$ cat src/rtl/dirty_flattener_pkg.sv
`timescale 1ns/1ps
package dirty_flattener_pkg;

  // index width that stays at least one bit wide
  function automatic int idxW(input int n);
    return (n > 1) ? $clog2(n) : 1;
  endfunction

  typedef enum logic [1:0] {
    ST_IDLE = 2'd0,
    ST_SCAN = 2'd1,
    ST_RUN  = 2'd2,
    ST_FIN  = 2'd3
  } seqState_t;

  // strobes from the sequencer to the datapath
  typedef struct packed {
    logic capture;    // latch pending set, snapshot masks, clear dirty
    logic take;       // lowest pending chunk accepted for copying
    logic issue;      // one word step issued this cycle
    logic issueRead;  // that step carries a bank read
    logic issueLast;  // last step of the current flat word
    logic finish;     // flatten complete
  } seqStrobe_t;

endpackage

$ cat src/rtl/lowest_set.sv
`timescale 1ns/1ps
module lowest_set #(
  parameter int N  = 8,
  parameter int IW = dirty_flattener_pkg::idxW(N)
) (
  input  logic [N-1:0]  vec,
  output logic          any,
  output logic [IW-1:0] idx
);
  always_comb begin
    idx = '0;
    for (int i = N - 1; i >= 0; i--) begin
      if (vec[i]) idx = IW'(i);
    end
  end
  assign any = |vec;
endmodule

$ cat src/rtl/flatten_ctrl.sv
`timescale 1ns/1ps
module flatten_ctrl
  import dirty_flattener_pkg::*;
#(
  parameter int NUM_BANKS     = 3,
  parameter int REGION_CHUNKS = 8,
  parameter int CHUNK_WORDS   = 64,
  localparam int BIW = idxW(NUM_BANKS),
  localparam int CIW = idxW(REGION_CHUNKS),
  localparam int WIW = idxW(CHUNK_WORDS)
) (
  input  logic                 clk,
  input  logic                 rstN,
  input  logic                 start,
  input  logic                 pendAny,
  input  logic [CIW-1:0]       pendIdx,
  input  logic [NUM_BANKS-1:0] scanMask,
  output seqStrobe_t           st,
  output logic [CIW-1:0]       chunkIdx,
  output logic [WIW-1:0]       wordIdx,
  output logic                 rdEn,
  output logic [BIW-1:0]       rdBank,
  output logic                 busy,
  output logic                 done
);
  seqState_t state;
  logic [NUM_BANKS-1:0] chunkMask;
  logic [NUM_BANKS-1:0] remain;
  logic [NUM_BANKS-1:0] remainDrop;
  logic                 remAny;
  logic [BIW-1:0]       remIdx;
  logic                 remOneLeft;
  logic                 wordEnd;

  lowest_set #(.N(NUM_BANKS), .IW(BIW)) uRemPick (
    .vec(remain), .any(remAny), .idx(remIdx)
  );

  assign remainDrop = remain - {{(NUM_BANKS-1){1'b0}}, 1'b1};
  assign remOneLeft = ((remain & remainDrop) == '0);
  assign wordEnd    = (wordIdx == WIW'(CHUNK_WORDS - 1));

  always_comb begin
    st   = '0;
    busy = (state != ST_IDLE);
    done = (state == ST_FIN);
    unique case (state)
      ST_IDLE: st.capture = start;
      ST_SCAN: st.take    = pendAny;
      ST_RUN: begin
        st.issue     = 1'b1;
        st.issueRead = remAny;
        st.issueLast = remOneLeft;
      end
      ST_FIN:  st.finish  = 1'b1;
      default: ;
    endcase
    rdEn   = st.issueRead;
    rdBank = remIdx;
  end

  always_ff @(posedge clk) begin
    if (!rstN) begin
      state     <= ST_IDLE;
      chunkIdx  <= '0;
      wordIdx   <= '0;
      chunkMask <= '0;
      remain    <= '0;
    end else begin
      unique case (state)
        ST_IDLE: if (start) state <= ST_SCAN;
        ST_SCAN: begin
          if (pendAny) begin
            chunkIdx  <= pendIdx;
            chunkMask <= scanMask;
            remain    <= scanMask;
            wordIdx   <= '0;
            state     <= ST_RUN;
          end else begin
            state <= ST_FIN;
          end
        end
        ST_RUN: begin
          if (remOneLeft) begin
            remain <= chunkMask;
            if (wordEnd) state <= ST_SCAN;
            else         wordIdx <= wordIdx + 1'b1;
          end else begin
            remain <= remain & remainDrop;
          end
        end
        ST_FIN:  state <= ST_IDLE;
        default: state <= ST_IDLE;
      endcase
    end
  end

  // every read selects a bank that backs the chunk being copied
  assert_read_mapped_R6: assert property (@(posedge clk) disable iff (!rstN)
    rdEn |-> chunkMask[rdBank]);

  // done is a single pulse followed by idle
  assert_done_then_idle_R9: assert property (@(posedge clk) disable iff (!rstN)
    done |=> !busy);

  // a start while idle is always accepted
  assert_start_taken_R9: assert property (@(posedge clk) disable iff (!rstN)
    (start && !busy) |=> busy);

endmodule

$ cat src/rtl/flatten_datapath.sv
`timescale 1ns/1ps
module flatten_datapath
  import dirty_flattener_pkg::*;
#(
  parameter int NUM_BANKS   = 3,
  parameter int BANK_CHUNKS = 4,
  parameter int NUM_SLOTS   = 4,
  parameter int SLOT_CHUNKS = 2,
  parameter int CHUNK_BYTES = 512,
  parameter int WORD_W      = 64,
  localparam int CHUNK_WORDS   = CHUNK_BYTES / (WORD_W / 8),
  localparam int REGION_CHUNKS = NUM_SLOTS * SLOT_CHUNKS,
  localparam int BANK_ADDR_W   = $clog2(BANK_CHUNKS * CHUNK_BYTES),
  localparam int BIW = idxW(NUM_BANKS),
  localparam int BCW = idxW(BANK_CHUNKS),
  localparam int CIW = idxW(REGION_CHUNKS),
  localparam int WIW = idxW(CHUNK_WORDS),
  localparam int SNAP_W = NUM_BANKS + 1
) (
  input  logic                           clk,
  input  logic                           rstN,
  input  logic                           wrEn,
  input  logic [BIW-1:0]                 wrBank,
  input  logic [BANK_ADDR_W-1:0]         wrAddr,
  input  logic [NUM_SLOTS*NUM_BANKS-1:0] slotMap,
  input  seqStrobe_t                     st,
  input  logic [CIW-1:0]                 chunkIdx,
  input  logic [WIW-1:0]                 wordIdx,
  input  logic [WORD_W-1:0]              rdData,
  output logic                           pendAny,
  output logic [CIW-1:0]                 pendIdx,
  output logic [NUM_BANKS-1:0]           scanMask,
  output logic                           changed,
  output logic                           flatWe,
  output logic [CIW+WIW-1:0]             flatAddr,
  output logic [WORD_W-1:0]              flatData
);
  logic [BANK_CHUNKS-1:0]   bankDirty [NUM_BANKS];
  logic [SNAP_W-1:0]        snap      [NUM_SLOTS];
  logic [NUM_BANKS-1:0]     curMap    [NUM_SLOTS];
  logic [NUM_BANKS-1:0]     dirtyCol  [BANK_CHUNKS];
  logic [NUM_BANKS-1:0]     chunkSnapMask [REGION_CHUNKS];
  logic [NUM_SLOTS-1:0]     slotStale;
  logic [REGION_CHUNKS-1:0] nextPend;
  logic [REGION_CHUNKS-1:0] pending;
  logic [BCW-1:0]           wrChunk;

  logic                     stepValid, stepRead, stepLast;
  logic [CIW+WIW-1:0]       stepAddr;
  logic [WORD_W-1:0]        acc, accNext, dataIn;

  assign wrChunk = BCW'(wrAddr / CHUNK_BYTES);

  // unpack live masks and transpose the dirty bitmap per bank chunk
  for (genvar s = 0; s < NUM_SLOTS; s++) begin : gSlot
    assign curMap[s]    = slotMap[s*NUM_BANKS +: NUM_BANKS];
    assign slotStale[s] = (snap[s] != {1'b0, curMap[s]});
  end

  for (genvar k = 0; k < BANK_CHUNKS; k++) begin : gCol
    for (genvar b = 0; b < NUM_BANKS; b++) begin : gBit
      assign dirtyCol[k][b] = bankDirty[b][k];
    end
  end

  // region chunk c lives in slot c/SLOT_CHUNKS and reads bank chunk c mod BANK_CHUNKS
  for (genvar c = 0; c < REGION_CHUNKS; c++) begin : gChunk
    localparam int S = c / SLOT_CHUNKS;
    localparam int K = c % BANK_CHUNKS;
    assign nextPend[c]      = slotStale[S] | (|(curMap[S] & dirtyCol[K]));
    assign chunkSnapMask[c] = snap[S][NUM_BANKS-1:0];
  end

  lowest_set #(.N(REGION_CHUNKS), .IW(CIW)) uPendPick (
    .vec(pending), .any(pendAny), .idx(pendIdx)
  );

  assign scanMask = chunkSnapMask[pendIdx];

  // dirty bitmap: a write in the capture cycle survives the clear
  always_ff @(posedge clk) begin
    for (int b = 0; b < NUM_BANKS; b++) begin
      for (int k = 0; k < BANK_CHUNKS; k++) begin
        if (!rstN)
          bankDirty[b][k] <= 1'b0;
        else if (wrEn && wrBank == BIW'(b) && wrChunk == BCW'(k))
          bankDirty[b][k] <= 1'b1;
        else if (st.capture)
          bankDirty[b][k] <= 1'b0;
      end
    end
  end

  // snapshots start on a value no live mask can take
  always_ff @(posedge clk) begin
    for (int s = 0; s < NUM_SLOTS; s++) begin
      if (!rstN)           snap[s] <= {1'b1, {NUM_BANKS{1'b0}}};
      else if (st.capture) snap[s] <= {1'b0, curMap[s]};
    end
  end

  always_ff @(posedge clk) begin
    if (!rstN) begin
      pending <= '0;
      changed <= 1'b0;
    end else if (st.capture) begin
      pending <= nextPend;
      changed <= 1'b0;
    end else if (st.take) begin
      pending[pendIdx] <= 1'b0;
      changed          <= 1'b1;
    end
  end

  // read return stage: OR accumulate, write flat on the last step
  assign dataIn   = stepRead ? rdData : '0;
  assign accNext  = acc | dataIn;
  assign flatWe   = stepValid & stepLast;
  assign flatAddr = stepAddr;
  assign flatData = accNext;

  always_ff @(posedge clk) begin
    if (!rstN) begin
      stepValid <= 1'b0;
      stepRead  <= 1'b0;
      stepLast  <= 1'b0;
      stepAddr  <= '0;
      acc       <= '0;
    end else begin
      stepValid <= st.issue;
      stepRead  <= st.issueRead;
      stepLast  <= st.issueLast;
      stepAddr  <= {chunkIdx, wordIdx};
      if (stepValid) acc <= stepLast ? '0 : accNext;
    end
  end

  // checker state: last flat address seen in this flatten
  logic               seenFlat;
  logic [CIW+WIW-1:0] lastFlat;
  always_ff @(posedge clk) begin
    if (!rstN || st.capture) begin
      seenFlat <= 1'b0;
      lastFlat <= '0;
    end else if (flatWe) begin
      seenFlat <= 1'b1;
      lastFlat <= flatAddr;
    end
  end

  assert_flat_ascending_R4: assert property (@(posedge clk) disable iff (!rstN)
    (flatWe && seenFlat) |-> (flatAddr > lastFlat));

  assert_flat_after_last_R10: assert property (@(posedge clk) disable iff (!rstN)
    (st.issue && st.issueLast) |=> flatWe);

  assert_drained_at_end_R7: assert property (@(posedge clk) disable iff (!rstN)
    st.finish |-> (pending == '0 && !stepValid));

endmodule

$ cat src/rtl/dirty_flattener.sv
`timescale 1ns/1ps
module dirty_flattener
  import dirty_flattener_pkg::*;
#(
  parameter int NUM_BANKS   = 3,
  parameter int BANK_CHUNKS = 4,
  parameter int NUM_SLOTS   = 4,
  parameter int SLOT_CHUNKS = 2,
  parameter int CHUNK_BYTES = 512,
  parameter int WORD_W      = 64,
  localparam int CHUNK_WORDS   = CHUNK_BYTES / (WORD_W / 8),
  localparam int REGION_CHUNKS = NUM_SLOTS * SLOT_CHUNKS,
  localparam int BANK_ADDR_W   = $clog2(BANK_CHUNKS * CHUNK_BYTES),
  localparam int BIW = idxW(NUM_BANKS),
  localparam int BCW = idxW(BANK_CHUNKS),
  localparam int CIW = idxW(REGION_CHUNKS),
  localparam int WIW = idxW(CHUNK_WORDS)
) (
  input  logic                           clk,
  input  logic                           rstN,
  input  logic                           wrEn,
  input  logic [BIW-1:0]                 wrBank,
  input  logic [BANK_ADDR_W-1:0]         wrAddr,
  input  logic [NUM_SLOTS*NUM_BANKS-1:0] slotMap,
  input  logic                           start,
  output logic                           busy,
  output logic                           done,
  output logic                           changed,
  output logic                           rdEn,
  output logic [BIW-1:0]                 rdBank,
  output logic [BCW+WIW-1:0]             rdAddr,
  input  logic [WORD_W-1:0]              rdData,
  output logic                           flatWe,
  output logic [CIW+WIW-1:0]             flatAddr,
  output logic [WORD_W-1:0]              flatData
);
  seqStrobe_t           st;
  logic                 pendAny;
  logic [CIW-1:0]       pendIdx;
  logic [NUM_BANKS-1:0] scanMask;
  logic [CIW-1:0]       chunkIdx;
  logic [WIW-1:0]       wordIdx;

  flatten_ctrl #(
    .NUM_BANKS(NUM_BANKS), .REGION_CHUNKS(REGION_CHUNKS), .CHUNK_WORDS(CHUNK_WORDS)
  ) uCtrl (
    .clk(clk), .rstN(rstN), .start(start),
    .pendAny(pendAny), .pendIdx(pendIdx), .scanMask(scanMask),
    .st(st), .chunkIdx(chunkIdx), .wordIdx(wordIdx),
    .rdEn(rdEn), .rdBank(rdBank), .busy(busy), .done(done)
  );

  flatten_datapath #(
    .NUM_BANKS(NUM_BANKS), .BANK_CHUNKS(BANK_CHUNKS), .NUM_SLOTS(NUM_SLOTS),
    .SLOT_CHUNKS(SLOT_CHUNKS), .CHUNK_BYTES(CHUNK_BYTES), .WORD_W(WORD_W)
  ) uData (
    .clk(clk), .rstN(rstN), .wrEn(wrEn), .wrBank(wrBank), .wrAddr(wrAddr),
    .slotMap(slotMap), .st(st), .chunkIdx(chunkIdx), .wordIdx(wordIdx),
    .rdData(rdData), .pendAny(pendAny), .pendIdx(pendIdx), .scanMask(scanMask),
    .changed(changed), .flatWe(flatWe), .flatAddr(flatAddr), .flatData(flatData)
  );

  // bank-local chunk is the region chunk modulo the bank size
  assign rdAddr = {BCW'(chunkIdx % BANK_CHUNKS), wordIdx};

endmodule

$ cat config.mk
export PLATFORM = sky130hd
export DESIGN_NAME = dirty_flattener
export DESIGN_NICKNAME = d
export VERILOG_FILES = /design/src/rtl/dirty_flattener_pkg.sv /design/src/rtl/lowest_set.sv /design/src/rtl/flatten_ctrl.sv /design/src/rtl/flatten_datapath.sv /design/src/rtl/dirty_flattener.sv
export SDC_FILE = /design/constraint.sdc
export NUM_CORES = 1
export LEC_CHECK = 0
export CAP_MARGIN = 20
export CORE_MARGIN = 5
export CORE_UTILIZATION = 50
export CTS_BUF_LIST = sky130_fd_sc_hd__clkbuf_8 sky130_fd_sc_hd__clkbuf_16
export DETAILED_ROUTE_END_ITERATION = 6
export GPL_ROUTABILITY_DRIVEN = 0
export PLACE_DENSITY = 0.86
export SYNTH_ARGS = -nofsm -noshare
export SYNTH_HDL_FRONTEND = slang
export SYNTH_HIERARCHICAL = 1
export SYNTH_SLANG_ARGS = --single-unit
$ cat constraint.sdc
create_clock -name clk -period 3.3 [get_ports clk]
set_input_delay 0.99 -clock clk [delete_from_list [all_inputs] [get_ports clk]]
set_output_delay 0.99 -clock clk [all_outputs]
set_load 0.005 [all_outputs]
---- After elaboration in Yosys (flattened, before gate mapping) ----
Memory sizes are Yosys's and may differ from the RTL's.
Index checks and enable logic that the tools add are counted.
W data, S select, Z words.
word-level totals
  logic and storage cells ................. 266
  memories kept ........................... 2
  register bits ........................... 102
  RAM bits ................................ 28
  input bits .............................. 93
memories
  name             depth  bits a word  read ports  clocked after Yosys merged registers in  wr ports  RTL line                text
  uData.snap       4      4            4           0                                        4         flatten_datapath.sv:39  logic [SNAP_W-1:0] snap [NUM_SLOTS];
  uData.bankDirty  3      4            3           0                                        3         flatten_datapath.sv:38  logic [BANK_CHUNKS-1:0] bankDirty [NUM_BANKS];
cells by class
  equality and inequality tests ........... 18
  order comparisons ....................... 3
  add/subtract/negate cells ............... 2
  bitwise logic cells ..................... 51
  reduce and logical (&&, ||, !) cells .... 39
  muxes and demuxes ....................... 139
operators with widths
  cell                   number
  $mux W64               2
  $mux W1                104
  $or A64 B64 Y64        1
  $mux W3                13
  $or A1 B1 Y1           36
  $and A3 B3 Y3          9
  $reduce_or A3 Y1       9
  $mux W6                3
  $logic_and A1 B1 Y1    16
  $mux W4                4
  $mux W8                2
  $ne A4 B3 Y1           4
  $mux W2                6
  $pmux W6 S2            1
  $eq A2 B2 Y1 const B   5
  $bmux W3 S3            1
  $and A8 B8 Y8          1
  $not A8 Y8             1
  $pmux W2 S4            1
  $reduce_or A8 Y1       1
  $add A6 B1 Y6 const B  1
  $eq A2 B1 Y1 const B   3
  $eq A6 B6 Y1 const B   1
  $logic_not A2 Y1       3
  17 further kinds       24

---- Logic depth before layout (Yosys ltp) ----
  word-level depth ........................ 16
  mapped depth ............................ 7
  gate-level depth less buffers ........... 7

---- By module ----
The synthesis kept the hierarchy.
modules (own cells, without submodules)
  module                         seq. area each (um^2)  times used  cells each  area each (um^2)
  flatten_datapath               2462.4                 1           390         4703.3
  flatten_ctrl                   340.3                  1           108         852.1
  lowest_set at uData.uPendPick  0.0                    1           13          81.3
  lowest_set at uCtrl.uRemPick   0.0                    1           3           20.0

---- Least setup slack after synthesis ----
No wires, ideal clock.
  path kind ............................... in2out
  start ................................... in rdData[0]
  end ..................................... out flatData[0]
  data required time ...................... 2.310 ns
  slack ................................... 1.145 ns
  arrival time ............................ 1.165 ns
  cell stages on the path ................. 1
  cell sequence ........................... a21o_1
on the way
  word-level cells in the longest chain between the ends .. 2
RTL lines
  item             RTL line                 text
  from (decl)      dirty_flattener.sv:32    input logic [WORD_W-1:0] rdData,
  $mux W64         flatten_datapath.sv:116  assign dataIn = stepRead ? rdData : '0;
  $or A64 B64 Y64  flatten_datapath.sv:117  assign accNext = acc | dataIn;
  to (decl)        dirty_flattener.sv:35    output logic [WORD_W-1:0] flatData
No other way between the ends.

---- Worst setup path after layout ----
  start ................................... in rdData[26]
  end ..................................... out flatData[26]
Same word-level chain as after synthesis.

==> flow_metrics.py <==
metrics = {
    "sta": {
        "hold_ws_ns": 0.463,
        "timing.final.crit_share_pct": 94.6,
        "relSlewSlack_pct": 33.0,
        "setup_tns_ns": 0,
        "hold_viol": 0,
        "period_needed_ns": 3.12,
        "finalSetupViolCount": 0,
        "worst_pin_slew_ns": 0.992,
        "fin_skew_ns": 0.00878,
        "fmax_mhz": 320,
        "rsz0062_at_grt": "false",
        "slew_viol_final": 0,
    },
    "cts": {
        "clock-sinks": 128,
        "post_cts_resized": 0,
        "clock_latency_ns": 0.41,
        "cts_buffer_depth": 2,
        "cts_hold_buf": 0,
        "cts_setup_buffers": 0,
        "cts_max_level": 4,
        "tritoncts": "done",
        "cts-root-buf": "clkbuf_16",
        "numCtsBuffers": 17,
        "clkTransAtPathRegs_ns": 0.05,
    },
    "drt": {
        "vias": 4845,
        "drtAntennaViolNets": 0,
        "dr.pass1.iters": 5,
        "vias_per_cell": 5.89,
        "wl_um": 15100,
        "drc": 0,
        "wire_per_inst_um": 18.4,
        "first_iter_violations": 456,
    },
    "floorplanning": {
        "die_h_um": 116,
        "die_w_um": 116,
        "initial_core_util_pct": 51.7,
        "dieArea_sq_mm": 0.0135,
        "pin_count": 181,
        "coreArea_sq_mm": 0.0109,
        "num_rows": 38,
    },
    "pwr": {
        "p_int_mw": 2.89,
        "pwr-share-clk_pct": 42.6,
        "share_comb_of_total_power_pct": 11.9,
        "switching_share_pct": 23.1,
        "powerDensity_mw_per_mm2": 475,
        "leakage_nw": 3.85,
        "seqPwrFrac_pct": 45.5,
        "p_sw_mw": 0.870,
        "peakVddDrop_v": 0.000365,
    },
    "synthesis": {
        "syn-mean-instance-area_sq_um": 11.0,
        "netlist_area_sq_mm": 0.00565,
        "synthCells": 513,
        "syn_nets": 607,
        "yosys_warnings": 6,
    },
    "min_path": {
        "hold_depth": 2,
        "hp-class": "register to register",
        "min_from": "uCtrl/chunkIdx[2]$_SDFFE_PN0P_",
    },
    "critical_path": {
        "start_kind": "input port",
        "crit_family": "buffers and inverters",
        "r2r_cells": 7,
        "critPathKind": "input port to primary output",
        "crit_chain": "clkdlybuf4s50_1 > a21o_1 > clkdlybuf4s50_1",
        "cp_slowest_cell": "clkdlybuf4s50_1",
        "crit_path_frequent_cell": "clkdlybuf4s50_1",
        "cp.arrival_ns": 2.13,
        "crit-reg2reg-launch": "uData/pending[2]$_SDFFE_PN0P_",
        "cp.required_ns": 2.31,
        "worst_path_largest_cell_delay_ns": 0.53,
        "critPathLaunch": "rdData[26]",
        "cp_max_fo": 2,
        "worstSetupEndpointType": "primary output",
        "cp_num_buf_inv": 2,
        "crit_cells": 3,
    },
    "global_routing": {
        "first_global_vias": 4973,
        "grt_pass1_wl_um": 24200,
        "antenna_found_initial": 0,
        "grtUsageTotal_pct": 22.6,
        "grt_overflow": 0,
        "grt_max_degree": 65,
    },
    "final_layout": {
        "nFillCells": 758,
        "seqCellArea_sq_mm": 0.00281,
        "area_growth_pct": 40.2,
        "multi_input_area_sq_mm": 0.00260,
        "fin_nets": 767,
        "antenna_cells": 0,
        "layout-drive-gt1-share_pct": 7.76,
    },
    "placed_design": {
        "portBuffers": 171,
        "dp_hpwl_um": 10700,
    },
    "job": {
        "drv_cap": 0,
    },
    "status": {
        "status": "finished clean",
    },
}
## layout make-up
class / count / area share, %
multi-input combinational: 335 / 32.9
timing repair buffer: 179 / 22.5
tap: 140 / 2.21
inverter: 12 / 0.569
clock inverter: 8 / 0.395
clock buffer: 21 / 6.07
sequential: 128 / 35.4
## state kept, by name (all words and copies together) (netlist names)
register         cells
uData/acc           64
uData/flatAddr       9
uCtrl/wordIdx        6
uCtrl/remain         3
uCtrl/chunkMask      3
uData/stepRead       1
uData/stepValid      1
uData/changed        1
uData/snap          14
uData/stepLast       1
uData/bankDirty     12
uData/pending        8
uCtrl/chunkIdx       3
uCtrl/state          2
## per-layer routing
| layer | global-route usage [%] | share of wire, % |
|---|---|---|
| met1 | 26.2 | 39 |
| met2 | 38.3 | 50 |
| met3 | 6.79 | 7.2 |
| met4 | 10.3 | 3.3 |
| met5 | 0 | 0 |
## per-stage QoR
stage,cell area [sq um],power (mW),instances,setup slack (ns),util [%]
2_1_floorplan,5650,1.97,513,1.15,-
3_3_place_gp,7410,2.17,794,0.192,67.7
4_1_cts,7920,3.79,823,0.169,72.4
5_1_grt,7920,3.93,823,0.135,72.4
6_report,7920,3.76,823,0.177,72.4
3_5_place_dp,7410,2.19,794,0.175,67.7
## cells in the final DEF (no fill, tap or decap), types with 3 or more instances in the layout
master,instances
nand3b_1,3
nor2_1,19
a21oi_1,8
nand2b_1,5
xor2_1,12
edfxtp_1,24
and2_1,15
a21boi_0,5
o21ai_0,19
and3_2,4
and3_1,11
clkdlybuf4s50_1,170
inv_1,16
a31oi_1,3
dfxtp_1,102
o2111a_1,64
buf_4,7
a222oi_1,8
o211ai_1,16
clkbuf_16,17
nand2_1,27
a21o_1,65
nor2b_1,5
nand3_1,8
o41ai_2,4
clkbuf_8,4
## final timing paths
kind                                    endpoint  slack (ns)
setup / recovery                    flatData[26]        0.18
hold / removal    uCtrl/chunkIdx[2]$_SDFFE_PN0P_        0.46
setup reg to reg   uData/pending[4]$_SDFFE_PN0P_        0.99
hold reg to reg   uCtrl/chunkIdx[2]$_SDFFE_PN0P_        0.46
## power groups by stage
stage | Combinational, mW | Sequential, mW | Clock (mW)
floorplan | 0.241 | 1.73 | 0
global placement | 0.431 | 1.74 | 0
detailed placement | 0.445 | 1.74 | 0
CTS | 0.449 | 1.71 | 1.63
global route | 0.489 | 1.72 | 1.72
finish | 0.450 | 1.71 | 1.60
## worst register-to-register path, stage by stage, from the launching register on
cell and delay [ns]:
dfxtp_1 0.40, nor2_1 0.10, nand3_1 0.13, nand3b_1 0.45, inv_1 0.46, nand2_1 0.21
o311ai_1 0.29, o211ai_1 0.13
Power figures use the tool's default switching activity.
